[src/rtl/exc_pkg.sv]
package exc_pkg;
    localparam int PS_W     = 8;
    localparam int IL_W     = 3;
    localparam int EXCM_BIT = 3;
    localparam int UM_BIT   = 4;
    localparam int VEC_W    = 4;

    typedef enum logic [2:0] {
        IDLE_NONE   = 3'd0,
        DISP_KERNEL = 3'd1,
        DISP_USER   = 3'd2,
        DISP_DOUBLE = 3'd3,
        DISP_DEBUG  = 3'd4
    } vec_state_e;
endpackage

[src/rtl/exc_route.sv]
module exc_route
    import exc_pkg::*;
#(
    parameter int DBG_LEVEL = 3
) (
    input  logic             req_valid,
    input  logic             req_debug,
    input  logic [PS_W-1:0]  ps_cur,
    input  vec_state_e       state_cur,
    output logic             take_gen,
    output logic             take_dbg,
    output logic [PS_W-1:0]  ps_next,
    output vec_state_e       state_next
);
    localparam logic [IL_W-1:0] LVL = IL_W'(DBG_LEVEL);

    logic dbg_allowed;
    assign dbg_allowed = ps_cur[IL_W-1:0] < LVL;
    assign take_gen    = req_valid && !req_debug;
    assign take_dbg    = req_valid && req_debug && dbg_allowed;

    always_comb begin
        ps_next    = ps_cur;
        state_next = state_cur;
        if (take_gen) begin
            ps_next[EXCM_BIT] = 1'b1;
            if (ps_cur[EXCM_BIT])    state_next = DISP_DOUBLE;
            else if (ps_cur[UM_BIT]) state_next = DISP_USER;
            else                     state_next = DISP_KERNEL;
        end else if (take_dbg) begin
            ps_next[IL_W-1:0] = LVL;
            ps_next[EXCM_BIT] = 1'b1;
            state_next        = DISP_DEBUG;
        end
    end
endmodule

[src/rtl/exc_regs.sv]
module exc_regs
    import exc_pkg::*;
#(
    parameter int XLEN    = 32,
    parameter int CAUSE_W = 6,
    parameter bit HAS_DEPC = 1'b1
) (
    input  logic               clk,
    input  logic               rst_n,
    input  logic               take_gen,
    input  logic               take_dbg,
    input  logic               excm_before,
    input  logic               has_addr,
    input  logic [CAUSE_W-1:0] cause,
    input  logic [XLEN-1:0]    pc,
    input  logic [XLEN-1:0]    addr,
    input  logic [PS_W-1:0]    ps_old,
    output logic [XLEN-1:0]    epc1,
    output logic [XLEN-1:0]    depc,
    output logic [XLEN-1:0]    epc_dbg,
    output logic [PS_W-1:0]    eps_dbg,
    output logic [CAUSE_W-1:0] exc_cause,
    output logic [XLEN-1:0]    exc_vaddr,
    output logic [CAUSE_W-1:0] dbg_cause
);
    logic wr_epc1;
    assign wr_epc1 = take_gen && (!excm_before || !HAS_DEPC);

    always_ff @(posedge clk or negedge rst_n) begin
        if (!rst_n) begin
            epc1      <= '0;
            exc_cause <= '0;
            exc_vaddr <= '0;
        end else begin
            if (wr_epc1)              epc1      <= pc;
            if (take_gen)             exc_cause <= cause;
            if (take_gen && has_addr) exc_vaddr <= addr;
        end
    end

    always_ff @(posedge clk or negedge rst_n) begin
        if (!rst_n) begin
            epc_dbg   <= '0;
            eps_dbg   <= '0;
            dbg_cause <= '0;
        end else if (take_dbg) begin
            epc_dbg   <= pc;
            eps_dbg   <= ps_old;
            dbg_cause <= cause;
        end
    end

    generate
        if (HAS_DEPC) begin : g_depc
            logic [XLEN-1:0] depc_q;
            always_ff @(posedge clk or negedge rst_n) begin
                if (!rst_n)                       depc_q <= '0;
                else if (take_gen && excm_before) depc_q <= pc;
            end
            assign depc = depc_q;
        end else begin : g_no_depc
            assign depc = '0;
        end
    endgenerate
endmodule

[src/rtl/exc_entry_seq.sv]
module exc_entry_seq
    import exc_pkg::*;
#(
    parameter int XLEN      = 32,
    parameter int CAUSE_W   = 6,
    parameter int DBG_LEVEL = 3,
    parameter bit HAS_DEPC  = 1'b1
) (
    input  logic               clk,
    input  logic               rst_n,
    input  logic               req_valid,
    input  logic               req_debug,
    input  logic               req_has_addr,
    input  logic [CAUSE_W-1:0] req_cause,
    input  logic [XLEN-1:0]    req_pc,
    input  logic [XLEN-1:0]    req_addr,
    input  logic               ps_load,
    input  logic [7:0]         ps_load_val,
    output logic [7:0]         ps_out,
    output logic [3:0]         vec_sel,
    output logic [XLEN-1:0]    epc1,
    output logic [XLEN-1:0]    depc,
    output logic [XLEN-1:0]    epc_dbg,
    output logic [7:0]         eps_dbg,
    output logic [CAUSE_W-1:0] exc_cause,
    output logic [XLEN-1:0]    exc_vaddr,
    output logic [CAUSE_W-1:0] dbg_cause
);
    vec_state_e        state_q, state_d;
    logic [PS_W-1:0]   ps_q, ps_d;
    logic              take_gen, take_dbg;

    exc_route #(.DBG_LEVEL(DBG_LEVEL)) u_route (
        .req_valid  (req_valid),
        .req_debug  (req_debug),
        .ps_cur     (ps_q),
        .state_cur  (state_q),
        .take_gen   (take_gen),
        .take_dbg   (take_dbg),
        .ps_next    (ps_d),
        .state_next (state_d)
    );

    exc_regs #(.XLEN(XLEN), .CAUSE_W(CAUSE_W), .HAS_DEPC(HAS_DEPC)) u_regs (
        .clk         (clk),
        .rst_n       (rst_n),
        .take_gen    (take_gen),
        .take_dbg    (take_dbg),
        .excm_before (ps_q[EXCM_BIT]),
        .has_addr    (req_has_addr),
        .cause       (req_cause),
        .pc          (req_pc),
        .addr        (req_addr),
        .ps_old      (ps_q),
        .epc1        (epc1),
        .depc        (depc),
        .epc_dbg     (epc_dbg),
        .eps_dbg     (eps_dbg),
        .exc_cause   (exc_cause),
        .exc_vaddr   (exc_vaddr),
        .dbg_cause   (dbg_cause)
    );

    // State and PS register
    always_ff @(posedge clk or negedge rst_n) begin
        if (!rst_n) begin
            state_q <= IDLE_NONE;
            ps_q    <= '0;
        end else begin
            state_q <= state_d;
            if (req_valid)    ps_q <= ps_d;
            else if (ps_load) ps_q <= ps_load_val;
        end
    end

    // Output decode
    always_comb begin
        unique case (state_q)
            IDLE_NONE:   vec_sel = 4'b0000;
            DISP_KERNEL: vec_sel = 4'b0001;
            DISP_USER:   vec_sel = 4'b0010;
            DISP_DOUBLE: vec_sel = 4'b0100;
            DISP_DEBUG:  vec_sel = 4'b1000;
            default:     vec_sel = 4'b0000;
        endcase
    end
    assign ps_out = ps_q;

    assert_vec_onehot_R7: assert property (@(posedge clk) disable iff (!rst_n)
        $onehot0(vec_sel));
    assert_double_vec_R1: assert property (@(posedge clk) disable iff (!rst_n)
        (req_valid && !req_debug && ps_out[EXCM_BIT]) |=> (vec_sel == 4'b0100));
    assert_excm_set_R3: assert property (@(posedge clk) disable iff (!rst_n)
        (req_valid && !req_debug) |=> ps_out[EXCM_BIT]);
    assert_dbg_level_R5: assert property (@(posedge clk) disable iff (!rst_n)
        (req_valid && req_debug && (ps_out[2:0] < 3'(DBG_LEVEL)))
        |=> (ps_out[2:0] == 3'(DBG_LEVEL)) && vec_sel[3]);
    assert_dbg_drop_R6: assert property (@(posedge clk) disable iff (!rst_n)
        (req_valid && req_debug && (ps_out[2:0] >= 3'(DBG_LEVEL)))
        |=> $stable(ps_out) && $stable(vec_sel) && $stable(epc_dbg));
    assert_vec_hold_R7: assert property (@(posedge clk) disable iff (!rst_n)
        !req_valid |=> $stable(vec_sel));
endmodule

[config.mk]
export PLATFORM = sky130hd
export DESIGN_NAME = exc_entry_seq
export DESIGN_NICKNAME = d
export VERILOG_FILES = /design/src/rtl/exc_pkg.sv /design/src/rtl/exc_route.sv /design/src/rtl/exc_regs.sv /design/src/rtl/exc_entry_seq.sv
export SDC_FILE = /design/constraint.sdc
export NUM_CORES = 1
export LEC_CHECK = 0
export ABC_CLOCK_PERIOD_IN_PS = 2300
export CORE_ASPECT_RATIO = 0.7
export CORE_MARGIN = 2
export CORE_UTILIZATION = 40
export CTS_BUF_LIST = sky130_fd_sc_hd__clkbuf_8
export DETAILED_ROUTE_END_ITERATION = 7
export HOLD_SLACK_MARGIN = 0.03
export MAX_ROUTING_LAYER = met4
export PLACE_DENSITY = 0.72
export SKIP_LAST_GASP = 1
export SLEW_MARGIN = 10
export SYNTH_ARGS = -nofsm -noshare
export SYNTH_HDL_FRONTEND = slang
export SYNTH_HIERARCHICAL = 1
export SYNTH_SLANG_ARGS = --single-unit
[constraint.sdc]
create_clock -name clk -period 2.3 [get_ports clk]
set_clock_uncertainty 0.05 [all_clocks]
set_input_delay 0.23 -clock clk [delete_from_list [all_inputs] [get_ports clk]]
set_output_delay 0.23 -clock clk [all_outputs]
set_load 0.05 [all_outputs]
==> results.yml <==
run_status:
  outcome: "complete, no violations"
layout:
  area_growth_pct: 50.26
  drive_gt1_frac: 0.3076
  finalNetCount: 718
  antenna_cells: 0
worst_setup_path:
  worstReg2RegEnd: "u_regs/eps_dbg[5]"
  rrSetupSlack_ns: 0.62
  startpoint_type: "flip-flop"
  rr_startpoint: "ps_out[2]"
  crit_required_ns: 2.02
  cp_data_arrival_time_ns: 1.92
  crit_end: "vec_sel[0]"
  critical_path_class: "reg -> out"
  crit_start: "state_q[1]"
  cp_max_fo: 5
  end_kind: "output port"
  ff2ff_path_depth: 4
grt:
  globalRoute.totalOverflow: 0
  grt_pass1_vias: 4333
  track_usage: 0.1893
  antenna_found_initial: 0
  grt_pass1_wl_um: 23580
  grt_max_degree: 53
floorplan:
  core.rowCount: 38
  fp.dieArea_mm2: 0.01674
  top_level_ports: 244
  coreArea_mm2: 0.01545
  die_w_um: 153.8
  start_util: 0.4066
  dieHeight_um: 108.9
sta:
  fin_crit_ns: 2.202
  worst_slew_pin_slew_ns: 0.5579
  slew_headroom: 0.6269
  fmax_mhz: 454.1
  hold_violations: 0
  fin_crit_sh: 0.9575
  rsz0062_at_grt: "false"
  post-route-worst-setup-slack_ns: 0.09779
  maxSlewViolCount: 0
  whs_ns: 0.2528
  timing.setup.tns_ns: 0
  setup_viol: 0
cts:
  cts_setup_buffers: 0
  cts-root-buf: "clkbuf_8"
  cts_buffers: 17
  cts_buffer_depth: 2
  clkTransAtPathRegs_ns: 0.08
  clk_latency_ns: 0.43
  h-tree-depth: 4
  cts_tree: "yes"
  clock_sinks: 159
synthesis:
  yosysMostFrequentCell: "dfrtp_1"
  syn_avg_cell_area_um2: 16.62
  yosys_warnings: 6
  synth_area_mm2: 0.006284
  synthTopCellsByCount: "159 x dfrtp_1, 118 x mux2_2, 30 x mux2_4"
  synthArstFlopShare: 1.000
  synth_cell_types: 23
  netlist_top_cells_area: "dfrtp_1 63%, mux2_2 21%, mux2_4 7.2%"
  ys_seq_area_frac: 0.6332
  synth_edf_count: 0
  yosys.area.top_type: "dfrtp_1"
  ys_seq_elements: 159
  netlist.area_leader.share: 0.6332
  synthesis.nets: 462
  synthFlopType: "dfrtp_1"
  syn_inst: 378
power:
  p_per_area_mw_per_mm2: 1217
  leakagePower_nw: 4.030
  p_seq_frac: 0.341
  p_sw_w: 0.004724
  power_frac_clock: 0.205
  ir_worst_vdd_uv: 917.3
  p_int_w: 0.006769
  combPwrFrac: 0.454
  finalPower_w: 0.01149
  p_sw_frac: 0.4111
detailed_routing:
  drtAntennaViolNets: 0
  via_per_inst: 4.766
  post_drt_wl_per_cell_um: 17.84
  via_count: 4037
  drtIter0Drc: 127
  drc: 0
  firstDrtPassIters: 4
  wl_um: 15110
min_path:
  hp-class: "in -> async"
placed_design:
  io_buffers: 243
  pre_cts_slack_ns: 0.2442
  dpl.hpwl_um: 10920
  place_congestion: 0.7581
flow_run:
  drv_cap: 0
worst min-delay path by stage:
stage	start	endpoint	cells past startpoint	slack, ns
after floorplan	rst_n	ps_out[0]	0	-0.12
after global placement	rst_n	u_regs/exc_vaddr[25]	1	0.16
after detailed placement	rst_n	u_regs/exc_vaddr[23]	1	0.17
after CTS	rst_n	u_regs/exc_vaddr[25]	2	0.25
after global routing	rst_n	u_regs/exc_vaddr[25]	2	0.25
final	rst_n	u_regs/exc_vaddr[23]	2	0.25
cells by family (layout without fill, tap and decap cells):
| group | Yosys count | after routing | share of synthesized area |
|---|---|---|---|
| buffers and inverters | 27 | 296 | 0.03564 |
| muxes | 156 | 156 | 0.2959 |
| and+or+nand+nor | 23 | 23 | 0.02230 |
| DFF | 159 | 159 | 0.6332 |
| AOI/OAI and AO/OA | 13 | 13 | 0.01294 |
state kept, by name, summed over array words and instances, names as in the netlist:
register	count
u_regs/exc_vaddr	32
ps_out	8
u_regs/depc	32
state_q	3
u_regs/eps_dbg	8
u_regs/dbg_cause	6
u_regs/epc1	32
u_regs/epc_dbg	32
u_regs/exc_cause	6
cell type report:
type	count	area [um2]
fill	1186	6011
sequential	159	3979
timing repair buffer	260	2641
multi-input combinational	192	2095
tap	200	250.2
clock buffer	18	247.7
clock inverter	14	214.0
inverter	4	15.01
per-layer routing:
metal	share of wire	global-route usage	wire (um)	vias up
li1	-	-	-	1846
met1	0.46	0.2471	6963	2035
met2	0.45	0.2819	6826	142
met3	0.077	0.06916	1167	14
met4	0.010	0.05007	152	0
met5	0	-	0	-
power by group through the flow:
stage / Sequential (W) / Combinational, W / Clock, W
2_1_floorplan: 0.00636 / 0.000907 / 0
3_3_place_gp: 0.00392 / 0.00520 / 0
3_5_place_dp: 0.00396 / 0.00525 / 0
4_1_cts: 0.00392 / 0.00526 / 0.00242
5_1_grt: 0.00401 / 0.00540 / 0.00256
6_report: 0.00392 / 0.00522 / 0.00235
layout by cell type (no fill, tap or decap), drive strengths merged, types with 4 or more instances in the layout:
cell,n
inv,7
dfrtp,159
mux2i,8
buf,17
o21ai,8
bufinv,5
mux2,148
clkbuf,18
clkdlybuf4s50,241
clkinv,4
nand2,11
critical path, cell delays in order, from the launching register on:
cell and delay (ns):
dfrtp_1 0.42, nor3b_1 0.23, clkdlybuf4s50_1 0.84
per-stage QoR:
step                utilization  cell area [um2]  cells
finish                   0.6110             9442    847
global route             0.6110             9442    847
CTS                      0.6109             9439    847
detailed placement       0.5803             8967    814
global placement         0.5803             8967    814
floorplan                     -             6284    378
what timing repair did:
item,4_1_cts,5_1_grt
endpoints found under the hold margin,48,0
hold buffers,1,0
gates resized for setup,0,1
endpoints found under the setup margin,0,1
Note: power is estimated with default switching activity, not from simulation.
